[src/rtl/fdf_pkg.sv]
package fdf_pkg;

   typedef enum logic [1:0] {
      MODE_STEREO = 2'b00,
      MODE_MONO   = 2'b01,
      MODE_DATA   = 2'b10,
      MODE_NONE   = 2'b11
   } fdf_mode_e;

   typedef struct packed {
      logic faw;
      logic par;
      logic ad;
      logic dv;
   } fdf_flags_t;

endpackage

[src/rtl/fdf_slot_counter.sv]
module fdf_slot_counter #(
   parameter int FRAME_LEN = 728,
   parameter int CW        = $clog2(FRAME_LEN)
) (
   input  logic          clk,
   input  logic          rst_n,
   input  logic          bit_en,
   input  logic          frame_start,
   input  logic          aligned,
   output logic [CW-1:0] slot_nxt,
   output logic          odd_nxt,
   output logic          sync_nxt
);

   localparam logic [CW-1:0] LAST = CW'(FRAME_LEN - 1);

   logic [CW-1:0] slot_q;
   logic          odd_q;
   logic          sync_q;
   logic          at_last;

   assign at_last = (slot_q == LAST);

   always_comb begin
      if (frame_start) begin
         slot_nxt = '0;
         odd_nxt  = (at_last && sync_q) ? ~odd_q : 1'b0;
      end else if (at_last) begin
         slot_nxt = '0;
         odd_nxt  = ~odd_q;
      end else begin
         slot_nxt = slot_q + CW'(1);
         odd_nxt  = odd_q;
      end
      sync_nxt = aligned & (frame_start | sync_q);
   end

   always_ff @(posedge clk or negedge rst_n) begin
      if (!rst_n) begin
         slot_q <= '0;
         odd_q  <= 1'b0;
         sync_q <= 1'b0;
      end else if (bit_en) begin
         slot_q <= slot_nxt;
         odd_q  <= odd_nxt;
         sync_q <= sync_nxt;
      end
   end

   a_r3_wrap_toggles: assert property (@(posedge clk) disable iff (!rst_n)
      (bit_en && !frame_start && slot_q == LAST) |=> (slot_q == '0 && odd_q != $past(odd_q)));

   a_r3_start_even: assert property (@(posedge clk) disable iff (!rst_n)
      (bit_en && frame_start && !sync_q) |=> (slot_q == '0 && !odd_q));

   a_r10_count_hold: assert property (@(posedge clk) disable iff (!rst_n)
      (!bit_en) |=> ($stable(slot_q) && $stable(odd_q)));

   a_r8_sync_drop: assert property (@(posedge clk) disable iff (!rst_n)
      (bit_en && !aligned) |=> !sync_q);

endmodule

[src/rtl/fdf_slot_decoder.sv]
module fdf_slot_decoder
   import fdf_pkg::*;
#(
   parameter int FRAME_LEN   = 728,
   parameter int FAW_LEN     = 8,
   parameter int CIB_LEN     = 2,
   parameter int CTRL_LEN    = 5,
   parameter int AD_LEN      = 11,
   parameter bit MONO_ON_ODD = 1'b1,
   parameter int CW          = $clog2(FRAME_LEN)
) (
   input  logic [CW-1:0] slot,
   input  logic          odd,
   input  logic [1:0]    mode,
   output fdf_flags_t    flags
);

   localparam int CTRL_LO = FAW_LEN;
   localparam int AD_LO   = CTRL_LO + CTRL_LEN;
   localparam int PAY_LO  = AD_LO + AD_LEN;

   localparam logic [CW-1:0] S_CTRL = CW'(CTRL_LO);
   localparam logic [CW-1:0] S_AD   = CW'(AD_LO);
   localparam logic [CW-1:0] S_PAY  = CW'(PAY_LO);
   localparam logic [CW-1:0] S_LAST = CW'(FRAME_LEN - 1);

   fdf_mode_e mode_e;
   logic      in_faw, in_ctrl, in_ad, in_pay, in_cib;
   logic      mono_frame;

   assign mode_e  = fdf_mode_e'(mode);
   assign in_faw  = (slot < S_CTRL);
   assign in_ctrl = (slot >= S_CTRL) && (slot < S_AD);
   assign in_ad   = (slot >= S_AD) && (slot < S_PAY);
   assign in_pay  = (slot >= S_PAY) && (slot <= S_LAST);

   generate
      if (CIB_LEN == 0) begin : g_no_cib
         assign in_cib = 1'b0;
      end else begin : g_cib
         localparam logic [CW-1:0] S_CIB = CW'(CIB_LEN);
         assign in_cib = (slot < S_CIB);
      end

      if (MONO_ON_ODD) begin : g_mono_odd
         assign mono_frame = odd;
      end else begin : g_mono_even
         assign mono_frame = ~odd;
      end
   endgenerate

   always_comb begin
      flags.faw = in_faw;
      flags.par = in_cib | in_ctrl;
      flags.ad  = in_ad;
      unique case (mode_e)
         MODE_STEREO: flags.dv = in_pay;
         MODE_DATA:   flags.dv = in_pay;
         MODE_MONO:   flags.dv = in_pay & mono_frame;
         default:     flags.dv = 1'b0;
      endcase
   end

endmodule

[src/rtl/fdf_out_stage.sv]
module fdf_out_stage
   import fdf_pkg::*;
(
   input  logic       clk,
   input  logic       rst_n,
   input  logic       bit_en,
   input  logic       aligned,
   input  logic       sync_nxt,
   input  fdf_flags_t flags_in,
   input  logic       data_in,
   output logic       data_out,
   output fdf_flags_t flags_q
);

   logic qualify;
   assign qualify = aligned & sync_nxt;

   always_ff @(posedge clk or negedge rst_n) begin
      if (!rst_n) begin
         data_out <= 1'b0;
         flags_q  <= '0;
      end else if (bit_en) begin
         data_out <= data_in;
         flags_q  <= qualify ? flags_in : '0;
      end
   end

   a_r8_inhibit: assert property (@(posedge clk) disable iff (!rst_n)
      (bit_en && !aligned) |=> (flags_q == '0));

   a_r2_retime: assert property (@(posedge clk) disable iff (!rst_n)
      bit_en |=> (data_out == $past(data_in)));

   a_r10_out_hold: assert property (@(posedge clk) disable iff (!rst_n)
      (!bit_en) |=> ($stable(flags_q) && $stable(data_out)));

endmodule

[src/rtl/frame_flag_gen.sv]
module frame_flag_gen
   import fdf_pkg::*;
#(
   parameter int FRAME_LEN   = 728,
   parameter int FAW_LEN     = 8,
   parameter int CIB_LEN     = 2,
   parameter int CTRL_LEN    = 5,
   parameter int AD_LEN      = 11,
   parameter bit MONO_ON_ODD = 1'b1
) (
   input  logic       clk,
   input  logic       rst_n,
   input  logic       bit_en,
   input  logic       frame_start,
   input  logic       aligned,
   input  logic [1:0] mode,
   input  logic       data_in,
   output logic       data_out,
   output logic       flag_faw,
   output logic       flag_par,
   output logic       flag_ad,
   output logic       flag_dv
);

   localparam int CW       = $clog2(FRAME_LEN);
   localparam int OVERHEAD = FAW_LEN + CTRL_LEN + AD_LEN;

   generate
      if (CIB_LEN > FAW_LEN) begin : g_bad_cib
         $error("frame_flag_gen: CIB_LEN must not exceed FAW_LEN");
      end
      if (FAW_LEN < 1) begin : g_bad_faw
         $error("frame_flag_gen: FAW_LEN must be at least 1");
      end
      if (OVERHEAD >= FRAME_LEN) begin : g_bad_len
         $error("frame_flag_gen: overhead must leave payload slots");
      end
   endgenerate

   logic [CW-1:0] slot_nxt;
   logic          odd_nxt;
   logic          sync_nxt;
   fdf_flags_t    dec_flags;
   fdf_flags_t    out_flags;

   fdf_slot_counter #(
      .FRAME_LEN (FRAME_LEN),
      .CW        (CW)
   ) u_cnt (
      .clk         (clk),
      .rst_n       (rst_n),
      .bit_en      (bit_en),
      .frame_start (frame_start),
      .aligned     (aligned),
      .slot_nxt    (slot_nxt),
      .odd_nxt     (odd_nxt),
      .sync_nxt    (sync_nxt)
   );

   fdf_slot_decoder #(
      .FRAME_LEN   (FRAME_LEN),
      .FAW_LEN     (FAW_LEN),
      .CIB_LEN     (CIB_LEN),
      .CTRL_LEN    (CTRL_LEN),
      .AD_LEN      (AD_LEN),
      .MONO_ON_ODD (MONO_ON_ODD),
      .CW          (CW)
   ) u_dec (
      .slot  (slot_nxt),
      .odd   (odd_nxt),
      .mode  (mode),
      .flags (dec_flags)
   );

   fdf_out_stage u_out (
      .clk      (clk),
      .rst_n    (rst_n),
      .bit_en   (bit_en),
      .aligned  (aligned),
      .sync_nxt (sync_nxt),
      .flags_in (dec_flags),
      .data_in  (data_in),
      .data_out (data_out),
      .flags_q  (out_flags)
   );

   assign flag_faw = out_flags.faw;
   assign flag_par = out_flags.par;
   assign flag_ad  = out_flags.ad;
   assign flag_dv  = out_flags.dv;

   a_r6_regions_disjoint: assert property (@(posedge clk) disable iff (!rst_n)
      $onehot0({flag_faw, flag_ad, flag_dv}));

   a_r5_par_in_overhead: assert property (@(posedge clk) disable iff (!rst_n)
      flag_par |-> (!flag_ad && !flag_dv));

   a_r9_no_flags_in_reset: assert property (@(posedge clk)
      !rst_n |-> ({flag_faw, flag_par, flag_ad, flag_dv} == 4'b0000));

endmodule

[config.mk]
export PLATFORM = sky130hd
export DESIGN_NAME = frame_flag_gen
export DESIGN_NICKNAME = d
export VERILOG_FILES = /design/src/rtl/fdf_pkg.sv /design/src/rtl/fdf_slot_counter.sv /design/src/rtl/fdf_slot_decoder.sv /design/src/rtl/fdf_out_stage.sv /design/src/rtl/frame_flag_gen.sv
export SDC_FILE = /design/constraint.sdc
export NUM_CORES = 1
export LEC_CHECK = 0
export ABC_AREA = 0
export CORE_ASPECT_RATIO = 1.2
export CORE_UTILIZATION = 55
export DETAILED_ROUTE_END_ITERATION = 7
export DONT_BUFFER_PORTS = 1
export PLACE_DENSITY_LB_ADDON = 0.08
export SYNTH_ARGS = -nofsm -noshare
export SYNTH_HDL_FRONTEND = slang
export SYNTH_HIERARCHICAL = 1
export SYNTH_SLANG_ARGS = --single-unit
export TNS_END_PERCENT = 20
[constraint.sdc]
create_clock -name clk -period 4.2 [get_ports clk]
set_input_delay 0.63 -clock clk [delete_from_list [all_inputs] [get_ports clk]]
set_output_delay 0.63 -clock clk [all_outputs]
set_load 0.005 [all_outputs]
# ---- Word-level counts from Yosys, hierarchy flattened
# Index checks and enable logic that the tools add are counted.
dict set report word_totals {
  memories 0
  romBits 0
  in_bits 8
  output_inout_bits 5
  ramBits 0
  reg_bits 17
  latch_bits 0
}
dict set report op_classes {
  n_reduce_logical 6
  magnitude_cmp 8
  mux 7
  shifts 0
  n_bitwise 6
  n_div 0
  n_eq_ne 3
  mul 0
  add_sub_neg 1
}
# cell n
set op_table {}
lappend op_table {{$ge A10 B4 Y1 const B} 2}
lappend op_table {{$lt A10 B4 Y1 const B} 2}
lappend op_table {{$mux W10} 2}
lappend op_table {{$add A10 B1 Y10 const B} 1}
lappend op_table {{$eq A10 B10 Y1 const B} 1}
lappend op_table {{$ge A10 B5 Y1 const B} 1}
lappend op_table {{$le A10 B10 Y1 const B} 1}
lappend op_table {{$lt A10 B2 Y1 const B} 1}
lappend op_table {{$lt A10 B5 Y1 const B} 1}
lappend op_table {{$logic_and A1 B1 Y1} 4}
lappend op_table {{$mux W4} 1}
lappend op_table {{$and A1 B1 Y1} 3}
lappend op_table {{$mux W1} 3}
lappend op_table {{$eq A2 B1 Y1 const B} 1}
lappend op_table {{$eq A2 B2 Y1 const B} 1}
lappend op_table {{$logic_not A2 Y1} 1}
lappend op_table {{$or A1 B1 Y1} 2}
lappend op_table {{$pmux W1 S2} 1}
lappend op_table {{$reduce_or A2 Y1} 1}
lappend op_table {{$not A1 Y1} 1}

# ---- Logic depth before layout (Yosys ltp)
dict set report depth {
  word_depth 8
  depth_mapped 11
}

# ---- Hierarchy
# The synthesis kept the hierarchy.
# module area_per_inst_um2 cells_per_inst instances seq_area_each_um2
set by_module_without_submodules {}
lappend by_module_without_submodules {fdf_slot_counter 807.0 87 1 300.3}
lappend by_module_without_submodules {fdf_out_stage 210.2 20 1 125.1}
lappend by_module_without_submodules {fdf_slot_decoder 126.4 16 1 0.0}

# ---- Least setup slack after synthesis
# OpenSTA, ideal clock, no wires.
dict set report synth_path {
  path_kind {register -> register}
  startpoint {register u_cnt.slot_q[0]}
  endpoint {register u_out/flags_q[1] in the netlist's numbering}
  n_path_buf 2
  t_arrival_ns 2.329
  stages_incl_launch_ff 12
  path_slack_ns 1.789
  period_less_slack_ns 2.411
  path_cell_list {dfrtp_1 -> ha_1 -> nand3_2 -> o31ai_4 -> buf_6 -> nor2_1 -> or4_4 -> nor2_2 -> a21boi_2 -> buf_4 -> nand2_1 -> o22ai_1}
}
dict set report synth_via {
  elab_chain_len 6
}
# item line_no
set synth_rtl {}
lappend synth_rtl {{start, declared} fdf_slot_counter.sv:17} ;# logic [CW-1:0] slot_q;
lappend synth_rtl {{start signal, assigned} fdf_slot_counter.sv:44} ;# slot_q <= slot_nxt;
lappend synth_rtl {{$add A10 B1 Y10 or $eq A10 B10 Y1 (tied branches)} {fdf_slot_counter.sv:32, fdf_slot_counter.sv:22}}
lappend synth_rtl {{$mux W10 (*)} fdf_slot_counter.sv:28} ;# end else if (at_last) begin
lappend synth_rtl {{$mux W10 (*)} fdf_slot_counter.sv:25} ;# if (frame_start) begin
lappend synth_rtl {{net slot_nxt[9]} frame_flag_gen.sv:40} ;# logic [CW-1:0] slot_nxt;
lappend synth_rtl {{$ge A10 B4 Y1 or $lt A10 B5 Y1 (tied branches)} fdf_slot_decoder.sv:34} ;# assign in_ad = (slot >= S_AD) && (slot < S_PAY);
lappend synth_rtl {{$logic_and A1 B1 Y1 (*)} fdf_slot_decoder.sv:34}
lappend synth_rtl {{net u_dec.in_ad} fdf_slot_decoder.sv:28} ;# logic in_faw, in_ctrl, in_ad, in_pay, in_cib;
lappend synth_rtl {{$mux W4 (*)} fdf_out_stage.sv:24} ;# flags_q <= qualify ? flags_in : '0;
lappend synth_rtl {{end signal, assigned} fdf_out_stage.sv:24}
lappend synth_rtl {{end, declared} fdf_out_stage.sv:12} ;# output fdf_flags_t flags_q
# Mark *: on every way through the listed nets, which the timed path passes. The rest lies on a longest branch.
# A chain may end at the register's enable or synchronous reset.

==> flow_summary.json <==
{
  "status": "finished clean",
  "cp-end-kind": "flip-flop",
  "cp_slowest_cell": "or4_4",
  "synth_area_leaders": "dfrtp_1 (37%), xnor2_1 (6.9%), a22o_1 (5.4%), nor2_1 (4.9%), mux2_2 (3.9%)",
  "drc": 0,
  "ir_drop_v": 0.0002145,
  "cts-root-buf": "clkbuf_4",
  "fin_cells": 142,
  "min_path_type": "input pin to flip-flop",
  "postPlaceCellArea_sq_mm": 0.001126,
  "ys_types": 38,
  "place_inst": 137,
  "clk_latency_ns": 0.29,
  "async_reset_ff_frac": 1.000,
  "crit_fanout": 15,
  "period_minus_slack_ns": 2.725,
  "fin_hold_ws_ns": 0.4206,
  "die_h_um": 51.95,
  "yosysMostFrequentCell": "dfrtp_1",
  "synth_edf_count": 0,
  "synth_area_sq_mm": 0.001144,
  "finalCritPeriodShare": 0.6488,
  "internal_power_mw": 0.2292,
  "total_power_mw": 0.3179,
  "cap_viol_max_count": 0,
  "slowest_delay_ns": 0.61,
  "drv_slew": 0,
  "cts-buffers-inserted": 3,
  "place_ws_ns": 1.542,
  "p_leak_nw": 0.4833,
  "synth_nets": 132,
  "h-tree-depth": 1,
  "switching_share": 0.2791,
  "grt_max_degree": 23,
  "grt_use_met3": 0.03125,
  "vias": 910,
  "path_depth": 9,
  "die_area_sq_mm": 0.002266,
  "grt_antenna_before_repair": 0,
  "worst_slack_ns": 1.475,
  "cpLargestDelayFamily": "simple AND/OR/NAND/NOR gates",
  "dr.first_iter.drc_count": 27,
  "overflow": 0,
  "grtUsageTotal": 0.2273,
  "synth.largest_area_cell": "dfrtp_1",
  "clock.fmax_mhz": 367.0,
  "grt_pass1_vias": 802,
  "reg2regPathDepth": 9,
  "combinationalPowerShare": 0.138,
  "fin_area_sq_mm": 0.001164,
  "setup_viol": 0,
  "startpoint_type": "flip-flop",
  "crit_type": "flip-flop to flip-flop",
  "grt_first_pass_wirelength_mm": 3.781,
  "busiest_layer": "met2",
  "synth_flop_cell": "dfrtp_1",
  "ys_top_cells_by_count": "dfrtp_1 (17), nor2_1 (15), inv_1 (9), xnor2_1 (9), a22o_1 (7)",
  "yosys_warnings": 6,
  "use_met1": 0.2971,
  "ioPinCount": 13,
  "path_cells": "ha_1 > nand3_2 > o31ai_4 > nor2_1 > or4_4 > nor3_4 > o21a_1 > nand2_1 > o22ai_1",
  "final_nets": 133,
  "synth-seq-cells": 17,
  "diodes": 0,
  "rsz0062_at_grt": "no",
  "hold_violations": 0,
  "die_w_um": 43.63,
  "gp_congestion": 0.8884,
  "start_util": 0.6041,
  "p_sw_mw": 0.08872,
  "use_met2": 0.3731,
  "finish.utilization": 0.6147,
  "syn_inst": 123,
  "clock_sinks": 17,
  "cts_tree": "built",
  "antenna_left": 0,
  "tns_ns": 0,
  "p_clk_frac": 0.287,
  "syn_area_per_cell_sq_um": 9.298,
  "tightest_slew_ns": 0.7609,
  "vias_per_cell": 6.408,
  "cp.arrival_ns": 2.95,
  "slew_headroom": 0.4911,
  "finalWirelength_mm": 2.250,
  "crit_buf_inv": 0,
  "hpwl_mm": 1.627,
  "min_path_cells": 1,
  "clock_path_buffers": 2,
  "power_density_mw_per_mm2": 273.2,
  "fin_skew_ns": 0.009055,
  "syn_to_final_growth_pct": 1.751,
  "drive_above_1_share": 0.1382,
  "wl_per_cell_um": 15.85,
  "core_area_sq_mm": 0.001893,
  "core.rowCount": 17,
  "drt_first_pass_iters": 4,
  "clk_pin_slew_ns": 0.11,
  "port-buffer-count": 0,
  "yosysSeqAreaShare": 0.3720,
  "required_ns": 4.43,
  "synth_top_area_share": 0.3720,
  "p_seq_frac": 0.576,
  "post_cts_resized": 0
}
==> worst register-to-register path, cell delays in order (launching register included) <==
cell and delay (ns):
dfrtp_1 0.42, ha_1 0.25, nand3_2 0.16, o31ai_4 0.59, nor2_1 0.16, or4_4 0.61
nor3_4 0.18, o21a_1 0.15, nand2_1 0.05, o22ai_1 0.09
==> power by group through the flow <==
stage	clock network [mW]	logic, mW	registers (mW)
after detailed placement	0	0.0399	0.186
after global routing	0.101	0.0498	0.185
after floorplan	0	0.0378	0.184
after global placement	0	0.0385	0.186
final	0.0911	0.0437	0.183
after CTS	0.0933	0.0402	0.183
==> cells by family after synthesis <==
| family | synth area share |
|---|---|
| and+or+nand+nor | 0.2287 |
| AOI/OAI and AO/OA | 0.1926 |
| DFF | 0.3720 |
| buffers and inverters | 0.06564 |
| xor gates and xnor gates | 0.06893 |
| muxes | 0.06126 |
| adders and majority gates | 0.01094 |
==> layer usage <==
layer	routed length [um]	vias up
met4	31	0
met2	1076	20
li1	-	440
met3	88	4
met1	1053	446
met5	0	-
==> layout make-up <==
type                    count  area, sq um
clock inverters             1        5.005
inverters                   9        33.78
well taps                  19        23.77
fillers                   165        729.5
multi-input cells          92        643.1
clock buffers               3        22.52
flip-flops and latches     17        425.4
repair buffers              1        10.01
==> flip-flops by register name (all words and copies together), names as in the netlist <==
signal	count
u_out/flags_q	4
u_cnt/sync_q	1
u_cnt/odd_q	1
u_out/data_out	1
u_cnt/slot_q	10
==> final timing paths <==
path                                 startpoint                to  slack, ns
worst max register to register  u_cnt/slot_q[0]  u_out/flags_q[2]       1.48
worst min register to register   u_out/data_out    u_out/data_out       0.56
worst max-delay path            u_cnt/slot_q[0]  u_out/flags_q[2]       1.48
min in group asynchronous                 rst_n   u_cnt/slot_q[5]       0.84
worst min-delay path                     bit_en  u_out/flags_q[1]       0.42
max in group asynchronous                 rst_n   u_cnt/slot_q[2]       2.88
==> repair_timing <==
action	CTS	global route
hold endpoints to repair	0	17
hold buffers	0	1
buffers inserted	0	0
==> cell usage in the layout, fill, tap and decap left out, types with 3 or more instances in the layout <==
cell type,count
clkbuf_4,3
nor3_1,4
and3_1,4
nand2_1,6
o22ai_1,4
mux2_2,4
a22o_1,7
dfrtp_1,17
inv_1,9
nor2b_1,3
xnor2_1,9
nor2_1,15
nand2b_1,3
o21ai_0,6
Power figures use the tool's default switching activity.
